[src/rtl/mpr_pkg.sv]
package mpr_pkg;
    typedef enum logic [2:0] {
        S_IDLE, S_START, S_DATA, S_SEL, S_STOP1, S_STOP2
    } rx_state_t;

    typedef enum logic {
        G_HUNT, G_OPEN
    } gate_state_t;
endpackage

[src/rtl/mpr_baud_tick.sv]
module mpr_baud_tick #(
    parameter int DIV_W = 8
) (
    input  logic             clk,
    input  logic             rst_n,
    input  logic [DIV_W-1:0] div,
    output logic             tick
);
    logic [DIV_W-1:0] cnt_q;

    always_ff @(posedge clk or negedge rst_n) begin
        if (!rst_n) begin
            cnt_q <= '0;
            tick  <= 1'b0;
        end else if (cnt_q >= div) begin
            cnt_q <= '0;
            tick  <= 1'b1;
        end else begin
            cnt_q <= cnt_q + 1'b1;
            tick  <= 1'b0;
        end
    end
endmodule

[src/rtl/mpr_frame_fsm.sv]
module mpr_frame_fsm
    import mpr_pkg::*;
#(
    parameter int DW = 8
) (
    input  logic          clk,
    input  logic          rst_n,
    input  logic          tick,
    input  logic          rx,
    input  logic          seven,
    input  logic          two_stop,
    output logic          done,
    output logic [DW-1:0] dbyte,
    output logic          sel_bit,
    output logic          stop_ok
);
    localparam int BW = $clog2(DW);
    localparam logic [BW-1:0] LAST_FULL  = BW'(DW - 1);
    localparam logic [BW-1:0] LAST_SHORT = BW'(DW - 2);

    rx_state_t      state_q, state_d;
    logic [3:0]     cnt_q;
    logic [1:0]     ones_q;
    logic [BW-1:0]  bitn_q;
    logic [DW-1:0]  shreg_q;
    logic           wrap_q;
    logic           mid, last, samp, maj_now;
    logic [BW-1:0]  last_bit;

    assign mid      = (cnt_q == 4'd9);
    assign last     = (cnt_q == 4'd15);
    assign samp     = (cnt_q >= 4'd7) && (cnt_q <= 4'd9);
    assign maj_now  = (({1'b0, ones_q} + {2'b00, rx}) >= 3'd2);
    assign last_bit = seven ? LAST_SHORT : LAST_FULL;
    assign dbyte    = seven ? {1'b0, shreg_q[DW-1:1]} : shreg_q;

    // state register
    always_ff @(posedge clk or negedge rst_n) begin
        if (!rst_n) state_q <= S_IDLE;
        else        state_q <= state_d;
    end

    // transitions
    always_comb begin
        state_d = state_q;
        if (tick) begin
            unique case (state_q)
                S_IDLE:  if (!rx) state_d = S_START;
                S_START: begin
                    if (mid && maj_now) state_d = S_IDLE;
                    else if (last)      state_d = S_DATA;
                end
                S_DATA:  if (last && bitn_q == last_bit) state_d = S_SEL;
                S_SEL:   if (last) state_d = S_STOP1;
                S_STOP1: if (mid) state_d = two_stop ? S_STOP2 : S_IDLE;
                S_STOP2: if (mid && wrap_q) state_d = S_IDLE;
                default: state_d = S_IDLE;
            endcase
        end
    end

    // sampling datapath and frame results
    always_ff @(posedge clk or negedge rst_n) begin
        if (!rst_n) begin
            cnt_q   <= '0;
            ones_q  <= '0;
            bitn_q  <= '0;
            shreg_q <= '0;
            wrap_q  <= 1'b0;
            done    <= 1'b0;
            sel_bit <= 1'b0;
            stop_ok <= 1'b0;
        end else begin
            done <= 1'b0;
            if (tick) begin
                if (state_q == S_IDLE) begin
                    cnt_q  <= rx ? 4'd0 : 4'd1;
                    ones_q <= '0;
                end else begin
                    cnt_q <= cnt_q + 4'd1;
                    if (last)      ones_q <= '0;
                    else if (samp) ones_q <= ones_q + {1'b0, rx};
                end
                unique case (state_q)
                    S_START: if (last) bitn_q <= '0;
                    S_DATA: begin
                        if (mid)  shreg_q <= {maj_now, shreg_q[DW-1:1]};
                        if (last) bitn_q  <= bitn_q + 1'b1;
                    end
                    S_SEL:   if (mid) sel_bit <= maj_now;
                    S_STOP1: if (mid) begin
                        done    <= 1'b1;
                        stop_ok <= maj_now;
                        wrap_q  <= 1'b0;
                    end
                    S_STOP2: if (last) wrap_q <= 1'b1;
                    default: ;
                endcase
            end
        end
    end
endmodule

[src/rtl/mpr_rx_regs.sv]
module mpr_rx_regs
    import mpr_pkg::*;
#(
    parameter int DW = 8
) (
    input  logic          clk,
    input  logic          rst_n,
    input  logic          done,
    input  logic [DW-1:0] dbyte,
    input  logic          sel_bit,
    input  logic          stop_ok,
    input  logic          filter_en,
    input  logic          seven,
    input  logic [DW-1:0] station_id,
    input  logic          clr_full,
    input  logic          clr_err,
    output logic [DW-1:0] rdata,
    output logic          rx_full,
    output logic          frame_err,
    output logic          overrun,
    output logic          gate_open
);
    gate_state_t gate_q, gate_d;
    logic        id_hit, eligible;

    assign id_hit   = seven ? (dbyte[DW-2:0] == station_id[DW-2:0])
                            : (dbyte == station_id);
    assign eligible = !filter_en || (sel_bit ? id_hit : (gate_q == G_OPEN));
    assign gate_open = (gate_q == G_OPEN);

    always_comb begin
        gate_d = gate_q;
        if (done && stop_ok && sel_bit) begin
            unique case (gate_q)
                G_HUNT:  if (id_hit)  gate_d = G_OPEN;
                G_OPEN:  if (!id_hit) gate_d = G_HUNT;
                default: gate_d = G_HUNT;
            endcase
        end
    end

    always_ff @(posedge clk or negedge rst_n) begin
        if (!rst_n) gate_q <= G_HUNT;
        else        gate_q <= gate_d;
    end

    always_ff @(posedge clk or negedge rst_n) begin
        if (!rst_n) begin
            rdata     <= '0;
            rx_full   <= 1'b0;
            frame_err <= 1'b0;
            overrun   <= 1'b0;
        end else begin
            if (clr_full) rx_full <= 1'b0;
            if (clr_err) begin
                frame_err <= 1'b0;
                overrun   <= 1'b0;
            end
            if (done && eligible) begin
                if (!stop_ok)     frame_err <= 1'b1;
                else if (rx_full) overrun   <= 1'b1;
                else begin
                    rdata   <= dbyte;
                    rx_full <= 1'b1;
                end
            end
        end
    end
endmodule

[src/rtl/mpr_uart_rx.sv]
module mpr_uart_rx #(
    parameter int DIV_W = 8,
    parameter int DW    = 8
) (
    input  logic             clk,
    input  logic             rst_n,
    input  logic             rxd,
    input  logic [DIV_W-1:0] baud_div,
    input  logic             fmt_seven,
    input  logic             fmt_two_stop,
    input  logic             mp_filter_en,
    input  logic [DW-1:0]    station_id,
    input  logic             clr_full,
    input  logic             clr_err,
    output logic [DW-1:0]    rdata,
    output logic             rx_full,
    output logic             frame_err,
    output logic             overrun,
    output logic             rx_irq,
    output logic             err_irq
);
    logic [1:0]    sync_q;
    logic          tick, frm_done, frm_sel, frm_stop_ok, gate_open;
    logic [DW-1:0] frm_byte;

    always_ff @(posedge clk or negedge rst_n) begin
        if (!rst_n) sync_q <= 2'b11;
        else        sync_q <= {sync_q[0], rxd};
    end

    mpr_baud_tick #(.DIV_W(DIV_W)) u_tick (
        .clk(clk), .rst_n(rst_n), .div(baud_div), .tick(tick)
    );

    mpr_frame_fsm #(.DW(DW)) u_fsm (
        .clk(clk), .rst_n(rst_n), .tick(tick), .rx(sync_q[1]),
        .seven(fmt_seven), .two_stop(fmt_two_stop),
        .done(frm_done), .dbyte(frm_byte), .sel_bit(frm_sel),
        .stop_ok(frm_stop_ok)
    );

    mpr_rx_regs #(.DW(DW)) u_regs (
        .clk(clk), .rst_n(rst_n), .done(frm_done), .dbyte(frm_byte),
        .sel_bit(frm_sel), .stop_ok(frm_stop_ok), .filter_en(mp_filter_en),
        .seven(fmt_seven), .station_id(station_id), .clr_full(clr_full),
        .clr_err(clr_err), .rdata(rdata), .rx_full(rx_full),
        .frame_err(frame_err), .overrun(overrun), .gate_open(gate_open)
    );

    assign rx_irq  = rx_full;
    assign err_irq = frame_err | overrun;
endmodule

[config.mk]
export PLATFORM = sky130hd
export DESIGN_NAME = mpr_uart_rx
export DESIGN_NICKNAME = d
export VERILOG_FILES = /design/src/rtl/mpr_pkg.sv /design/src/rtl/mpr_baud_tick.sv /design/src/rtl/mpr_frame_fsm.sv /design/src/rtl/mpr_rx_regs.sv /design/src/rtl/mpr_uart_rx.sv
export SDC_FILE = /design/constraint.sdc
export NUM_CORES = 1
export LEC_CHECK = 0
export CELL_PAD_IN_SITES_DETAIL_PLACEMENT = 1
export CELL_PAD_IN_SITES_GLOBAL_PLACEMENT = 2
export CORE_MARGIN = 4
export CORE_UTILIZATION = 33
export CTS_BUF_LIST = sky130_fd_sc_hd__clkbuf_8
export CTS_CLUSTER_SIZE = 30
export DETAILED_ROUTE_END_ITERATION = 16
export PLACE_DENSITY_LB_ADDON = 0.1
export SLEW_MARGIN = 10
export SYNTH_ARGS = -nofsm -noshare
export SYNTH_HDL_FRONTEND = slang
export SYNTH_HIERARCHICAL = 1
export SYNTH_SLANG_ARGS = --single-unit
[constraint.sdc]
create_clock -name clk -period 1.82 [get_ports clk]
set_input_delay 0.364 -clock clk [delete_from_list [all_inputs] [get_ports clk]]
set_output_delay 0.364 -clock clk [all_outputs]
set_load 0.005 [all_outputs]
## Word-level counts from Yosys, hierarchy flattened

Index checks and enable logic that the tools add are counted.

- Logic and storage cells: 109
- Register bits: 47
- Output and inout bits: 13

- Reduce and logical (&&, ||, !) cells: 21
- $add $sub $neg: 5
- Multiplexer cells: 41
- Eq/ne operators: 19
- Bitwise gates (word level): 2
- Order comparisons: 4

Operators by type and width:

| operator | number |
|---|---|
| 3-bit two-way mux | 10 |
| 1-bit two-way mux | 22 |
| 3-bit one-hot mux with 6 select lines | 1 |
| 8-bit two-way mux | 2 |
| 2-bit by 1-bit != test with 1-bit output (second input constant) | 7 |
| 3-bit AND reduction | 4 |
| 8-bit by 1-bit adder with 8-bit output (second input constant) | 1 |
| 4-bit == test (second input constant) | 2 |
| 8-bit == test | 1 |
| 8-bit >= comparator | 1 |
| 4-bit AND reduction | 2 |
| 7-bit == test | 1 |
| 1-bit logical AND | 7 |
| 7-bit AND reduction | 1 |
| 3-bit by 2-bit == test with 1-bit output (second input constant) | 2 |
| 3-bit == test (second input constant) | 2 |
| 2-bit two-way mux | 3 |
| 3-bit one-hot mux with 2 select lines | 1 |
| 4-bit by 1-bit adder with 4-bit output (second input constant) | 1 |
| 4-bit by 3-bit >= comparator with 1-bit output (second input constant) | 1 |
| 4-bit less-or-equal comparator (second input constant) | 1 |
| 4-bit two-way mux | 1 |
| 2-bit nonzero test | 2 |
| 2-bit by 1-bit adder with 3-bit output | 1 |
| other kinds (15) | 15 |

## Logic depth before layout (Yosys ltp)

Gate-level depths: netlist of run 1.

- Depth after elaboration: 7
- Mapped depth: 7
- Depth with buffers taken out: 7

## Cells and area by module

Netlist of run 1, hierarchy kept.

By module, submodules not included:

| module | area an instance (sq um) | cells an instance | times used | seq. area each (sq um) |
|---|---|---|---|---|
| mpr_frame_fsm | 1,387.6 | 140 | 1 | 600.6 |
| mpr_rx_regs | 629.4 | 52 | 1 | 300.3 |
| mpr_baud_tick | 580.6 | 55 | 1 | 225.2 |
| mpr_uart_rx | 66.3 | 4 | 1 | 52.6 |

## Worst setup path after synthesis of run 1

Ideal clock, no wire load.

- Path type: input to register
- Start point: in fmt_seven
- End point: reg u_regs.rdata[1]
- Setup slack: -399 ps
- Stages on the path: 7
- Path buffers: 1
- Arrival: 2,094 ps
- Path through: clkbuf_1 mux2_2 xnor2_1 nand3_1 nor3_4 a41oi_4 mux2_4

- Word-level cells in the longest chain between the ends: 7
- Elaborated cells on any way between the ends: 8
- Classes of those cells: 2 x eq/ne; 3 x mux; 3 x reduce/logical

Ends and longest elaborated chain:

| what | line | source |
|---|---|---|
| from (decl) | mpr_uart_rx.sv:9 | `input logic fmt_seven,` |
| 8-bit two-way mux (*) | mpr_frame_fsm.sv:35 | `assign dbyte = seven ? {1'b0, shreg_q[DW-1:1]} : shreg_q;` |
| net frm_byte[5] | mpr_uart_rx.sv:24 | `logic [DW-1:0] frm_byte;` |
| 8-bit == test / 7-bit == test (equally long branches) | mpr_rx_regs.sv:27, mpr_rx_regs.sv:26 |  |
| 1-bit two-way mux (*) | mpr_rx_regs.sv:26 | `assign id_hit = seven ? (dbyte[DW-2:0] == station_id[DW-2:0])` |
| 1-bit two-way mux (*) | mpr_rx_regs.sv:28 | `assign eligible = !filter_en \|\| (sel_bit ? id_hit : (gate_q == G_OPEN));` |
| 1-bit logical OR (*) | mpr_rx_regs.sv:28 |  |
| 1-bit logical AND (*) | mpr_rx_regs.sv:59 | `if (done && eligible) begin` |
| 3-bit AND reduction (no source line) (*) | - |  |
| to (signal assigned) | mpr_rx_regs.sv:63 | `rdata <= dbyte;` |
| to (decl) | mpr_rx_regs.sv:17 | `output logic [DW-1:0] rdata,` |

The timed path passes the listed nets; every way through them passes the cells marked *.
A chain may end at the register's enable or synchronous reset.

## Worst setup path in the final report of run 1

- Start point: reg u_fsm.shreg_q[5]
- End point: reg u_regs.rdata[1]

- Word-level cells in the longest chain between the ends: 7
- Elaborated cells on any way between the ends: 8
- Classes of those cells: 2 x eq/ne; 3 x mux; 3 x reduce/logical

Ends and longest elaborated chain:

| what | line | source |
|---|---|---|
| from (decl) | mpr_frame_fsm.sv:25 | `logic [DW-1:0] shreg_q;` |
| from (signal assigned) | mpr_frame_fsm.sv:87 | `if (mid) shreg_q <= {maj_now, shreg_q[DW-1:1]};` |
| 8-bit two-way mux (*) | mpr_frame_fsm.sv:35 |  |
| net frm_byte[5] | mpr_uart_rx.sv:24 |  |
| 8-bit == test / 7-bit == test (equally long branches) | mpr_rx_regs.sv:27, mpr_rx_regs.sv:26 |  |
| 1-bit two-way mux (*) | mpr_rx_regs.sv:26 |  |
| 1-bit two-way mux (*) | mpr_rx_regs.sv:28 |  |
| 1-bit logical OR (*) | mpr_rx_regs.sv:28 |  |
| 1-bit logical AND (*) | mpr_rx_regs.sv:59 |  |
| 3-bit AND reduction (no source line) (*) | - |  |

Marked as above.

==> results.yml, run 1 <==
run_status:
  status: "complete, but fails checks"
  violations: "setup timing"
setup_path:
  r2r_setup_slack_ns: -0.08
  crit_fanout: 8
  cp.required_ns: 2.01
  crit_type: "register to register"
  r2r_cells: 7
  timing.rr.start: "u_fsm/shreg_q[5]$_DFFE_PN0P_"
  end_kind: "register"
  critical_path_arrival_ns: 2.10
  r2r-end: "u_regs/rdata[1]$_DFFE_PN0P_"
  startpoint_type: "register"
floorplan:
  ioPinCount: 37
  dieArea_mm2: 0.00957
  rows: 32
  die_x_um: 97.8
  core_area_mm2: 0.00781
  die_h_um: 97.8
  initial_core_util_pct: 34.1
synthesis:
  synth-seq-area-share_pct: 44.2
  synthAdderAreaFrac_pct: 7.05
  yosys_register_bits: 47
  yosys.area_share.simple_pct: 15.7
  synthCells: 251
  synth_top_family_by_area: "simple AND/OR/NAND/NOR gates"
  ys_warn_count: 6
  syn_nets: 290
  synthMuxAreaShare_pct: 11.1
  synth_cell_types: 51
  syn_area_mm2: 0.00266
  synth_xor_area_share_pct: 4.93
  synth-compound-area-share_pct: 13.1
  avgSynthCellArea_um2: 10.6
timing:
  drv_slew: 0
  layout_min_cycle_time_ns: 1.90
  finalClockSkew_ns: 0.00519
  layout_setup_ws_ns: -0.0844
  max_slew.worst_pin.slew_ns: 0.444
  max-slew-margin-rel_pct: 70.4
  timing_hold_violations_final: 0
  fmax_mhz: 525
  fin_crit_sh_pct: 105
  setup_viol_count_final: 9
  grt_setup_unrepaired: "yes"
pwr:
  pwr-share-seq_pct: 45.9
  swShare_pct: 30.4
  power_density_mw_per_mm2: 766
  pwr-share-comb_pct: 27.6
  power.switching_mw: 0.855
  power_frac_clock_pct: 26.5
  p_int_mw: 1.95
  max-vdd-ir-drop_v: 0.000568
  p_leak_nw: 1.71
  finalPower_mw: 2.81
layout:
  fillers: 866
  final-seq-area_mm2: 0.00118
  antennaDiodeCount: 0
  fin_cells: 420
  final_cell_mix: "dfrtp_1, clkdlybuf4s50_1, buf_4, o21ai_0, inv_1"
  drive_above_1_share_pct: 27.7
  syn_to_final_growth_pct: 37.6
  multi_input_area_mm2: 0.00155
  nets: 356
  layout_commonest_cell: "dfrtp_1"
detailed_routing:
  wl_um: 6330
  drtIter0Drc: 41
  viasPerCell: 4.85
  final_antenna_net_count: 0
  detail_route.wl_per_cell_um: 15.1
  first_pass_iters: 3
  vias: 2038
  drc: 0
job:
  max-cap-violations: 0
grt:
  grt_pass1_wl_um: 10800
  grt.busiest_layer: "met2"
  grt_use_met1_pct: 19.8
  grt_pass1_vias: 2133
  grt_use_total_pct: 13.9
  grt-ovfl-total: 0
  grt_max_degree: 32
  antenna_found_initial: 0
  grt_use_met2_pct: 21.0
  met3_usage_pct: 2.79
clock_tree:
  clk_latency_ns: 0.30
  cts_tree: "done"
  clock-sinks: 47
  cts_htree_levels: 2
  numCtsBuffers: 5
  cts.clk_slew.worst_paths_ns: 0.09
  cts-root-buf: "clkbuf_8"
  clockBufferDepth: 2
placement:
  preCtsSetupSlack_ns: -0.743
  place.detailed.hpwl_um: 4510
  numPortBuffers: 36
  dpl.cell_count: 402
  globalplace.congestion: 0.689
worst_hold_path:
  hold_end: "sync_q[1]$_DFF_PN1_"
  holdCritPathClass: "register to register"
  min_from: "sync_q[0]$_DFF_PN1_"
  whs_path_depth: 0
synthesized netlist by cell type (all sizes together):
cell | number | area [um2]
a22oi | 1 | 7.51
nor2b | 3 | 18.8
a31oi | 3 | 18.8
o21ai | 22 | 114
clkbuf | 5 | 18.8
nand2 | 14 | 60.1
a41oi | 2 | 36.3
a32o | 1 | 10.0
nor3b | 2 | 26.3
or2b | 1 | 7.51
mux2i | 3 | 30.0
a221oi | 2 | 23.8
ha | 15 | 188
nand3 | 12 | 60.1
buf | 3 | 16.3
nand2b | 8 | 57.6
inv | 18 | 67.6
o31ai | 2 | 15.0
and2 | 1 | 6.26
o21a | 1 | 7.51
and4 | 1 | 8.76
o2bb2ai | 2 | 17.5
a21o | 1 | 7.51
o32ai | 1 | 8.76
o22ai | 1 | 6.26
or3 | 1 | 6.26
a21oi | 5 | 25.0
dfstp | 2 | 52.6
a2111oi | 1 | 27.5
dfrtp | 45 | 1130
and2b | 1 | 7.51
and3b | 1 | 10.0
xor2 | 9 | 78.8
mux2 | 23 | 267
xnor2 | 6 | 52.6
o211ai | 3 | 22.5
nor2 | 17 | 63.8
and3 | 7 | 43.8
nor3 | 4 | 36.3
or2 | 1 | 6.26
layout make-up:
cell class / count / share of cell area, %
clock buffer: 5 / 1.88
clock inverter: 3 / 1.02
inverter: 18 / 1.84
multi-input combinational: 179 / 42.3
sequential: 47 / 32.2
tap: 102 / 3.48
timing repair buffer: 66 / 17.3
power by group through the flow:
stage / Sequential [mW] / Combinational, mW / Clock [mW]
final: 1.29 / 0.775 / 0.745
after global routing: 1.31 / 0.878 / 0.834
after CTS: 1.29 / 0.731 / 0.789
after detailed placement: 1.31 / 0.700 / 0
after global placement: 1.31 / 0.684 / 0
after floorplan: 1.29 / 0.462 / 0
layer usage:
layer / share of wire, % / vias to the layer above
met5: 0 / -
met4: 1.5 / 0
met3: 3.4 / 7
met2: 46 / 28
met1: 49 / 986
li1: - / 1017
cells by family after synthesis:
logic type	count (synthesis)
simple gates	74
buf+inv	26
mux	26
flops	47
xor+xnor	15
compound gates	48
fa+ha+maj	15
worst max-delay path, stage by stage, from the launching register on:
cell	delay, ns
dfrtp_1	0.42
mux2_4	0.30
xnor2_2	0.17
nand3_2	0.10
nor3_4	0.19
a41oi_4	0.15
buf_12	0.17
mux2_4	0.29
worst max-delay path by stage:
| stage | from | to | slack, ns | cells past startpoint |
|---|---|---|---|---|
| 2_1_floorplan | fmt_seven | u_regs/rdata[0]$_DFFE_PN0P_ | -0.09 | 6 |
| 3_3_place_gp | fmt_seven | u_regs/rdata[5]$_DFFE_PN0P_ | -0.71 | 7 |
| 3_5_place_dp | fmt_seven | u_regs/rdata[1]$_DFFE_PN0P_ | -0.74 | 8 |
| 4_1_cts | u_fsm/shreg_q[3]$_DFFE_PN0P_ | u_regs/rdata[1]$_DFFE_PN0P_ | -0.13 | 7 |
| 5_1_grt | u_fsm/shreg_q[5]$_DFFE_PN0P_ | u_regs/rdata[2]$_DFFE_PN0P_ | -0.16 | 7 |
| 6_report | u_fsm/shreg_q[5]$_DFFE_PN0P_ | u_regs/rdata[1]$_DFFE_PN0P_ | -0.08 | 7 |
what timing repair did:
item / in CTS / in global routing
hold buffers: 1 / 0
setup endpoints to repair: 14 / 29
endpoints found under the hold margin: 1 / 0
resized for setup: 13 / 17
gates cloned: 0 / 1
pin swaps: 6 / 12
setup buffers: 4 / 4
registers in the layout, summed over array words and instances, names as in the netlist, 2 cells and up:
signal / flops
u_fsm/shreg_q: 8
u_regs/rdata: 8
u_tick/cnt_q: 8
u_fsm/cnt_q: 4
u_fsm/bitn_q: 3
u_fsm/state_q: 3
sync_q: 2
u_fsm/ones_q: 2
through the flow:
step                cell area, um2  TNS [ns]  hold slack, ns  util, %
floorplan                     2700    -0.663          0.0684        -
global placement              3330     -9.66           0.343     42.6
detailed placement            3330    -10.75           0.338     42.6
CTS                           3540    -0.909           0.361     45.3
global route                  3670     -1.26           0.373     47.0
finish                        3670    -0.569           0.359     47.0
No activity file was read; power rests on OpenSTA's default activity.
==> run 2, diff against run 1 <==
--- a/config.mk
+++ b/config.mk
@@ -12,6 +12,7 @@
 export CTS_BUF_LIST = sky130_fd_sc_hd__clkbuf_8
 export CTS_CLUSTER_SIZE = 30
 export DETAILED_ROUTE_END_ITERATION = 16
+export GPL_TIMING_DRIVEN = 1
 export PLACE_DENSITY_LB_ADDON = 0.1
 export SLEW_MARGIN = 10
 export SYNTH_ARGS = -nofsm -noshare
==> results of run 2 <==
The final DEF is identical to that of run 1; final timing and power are the same.
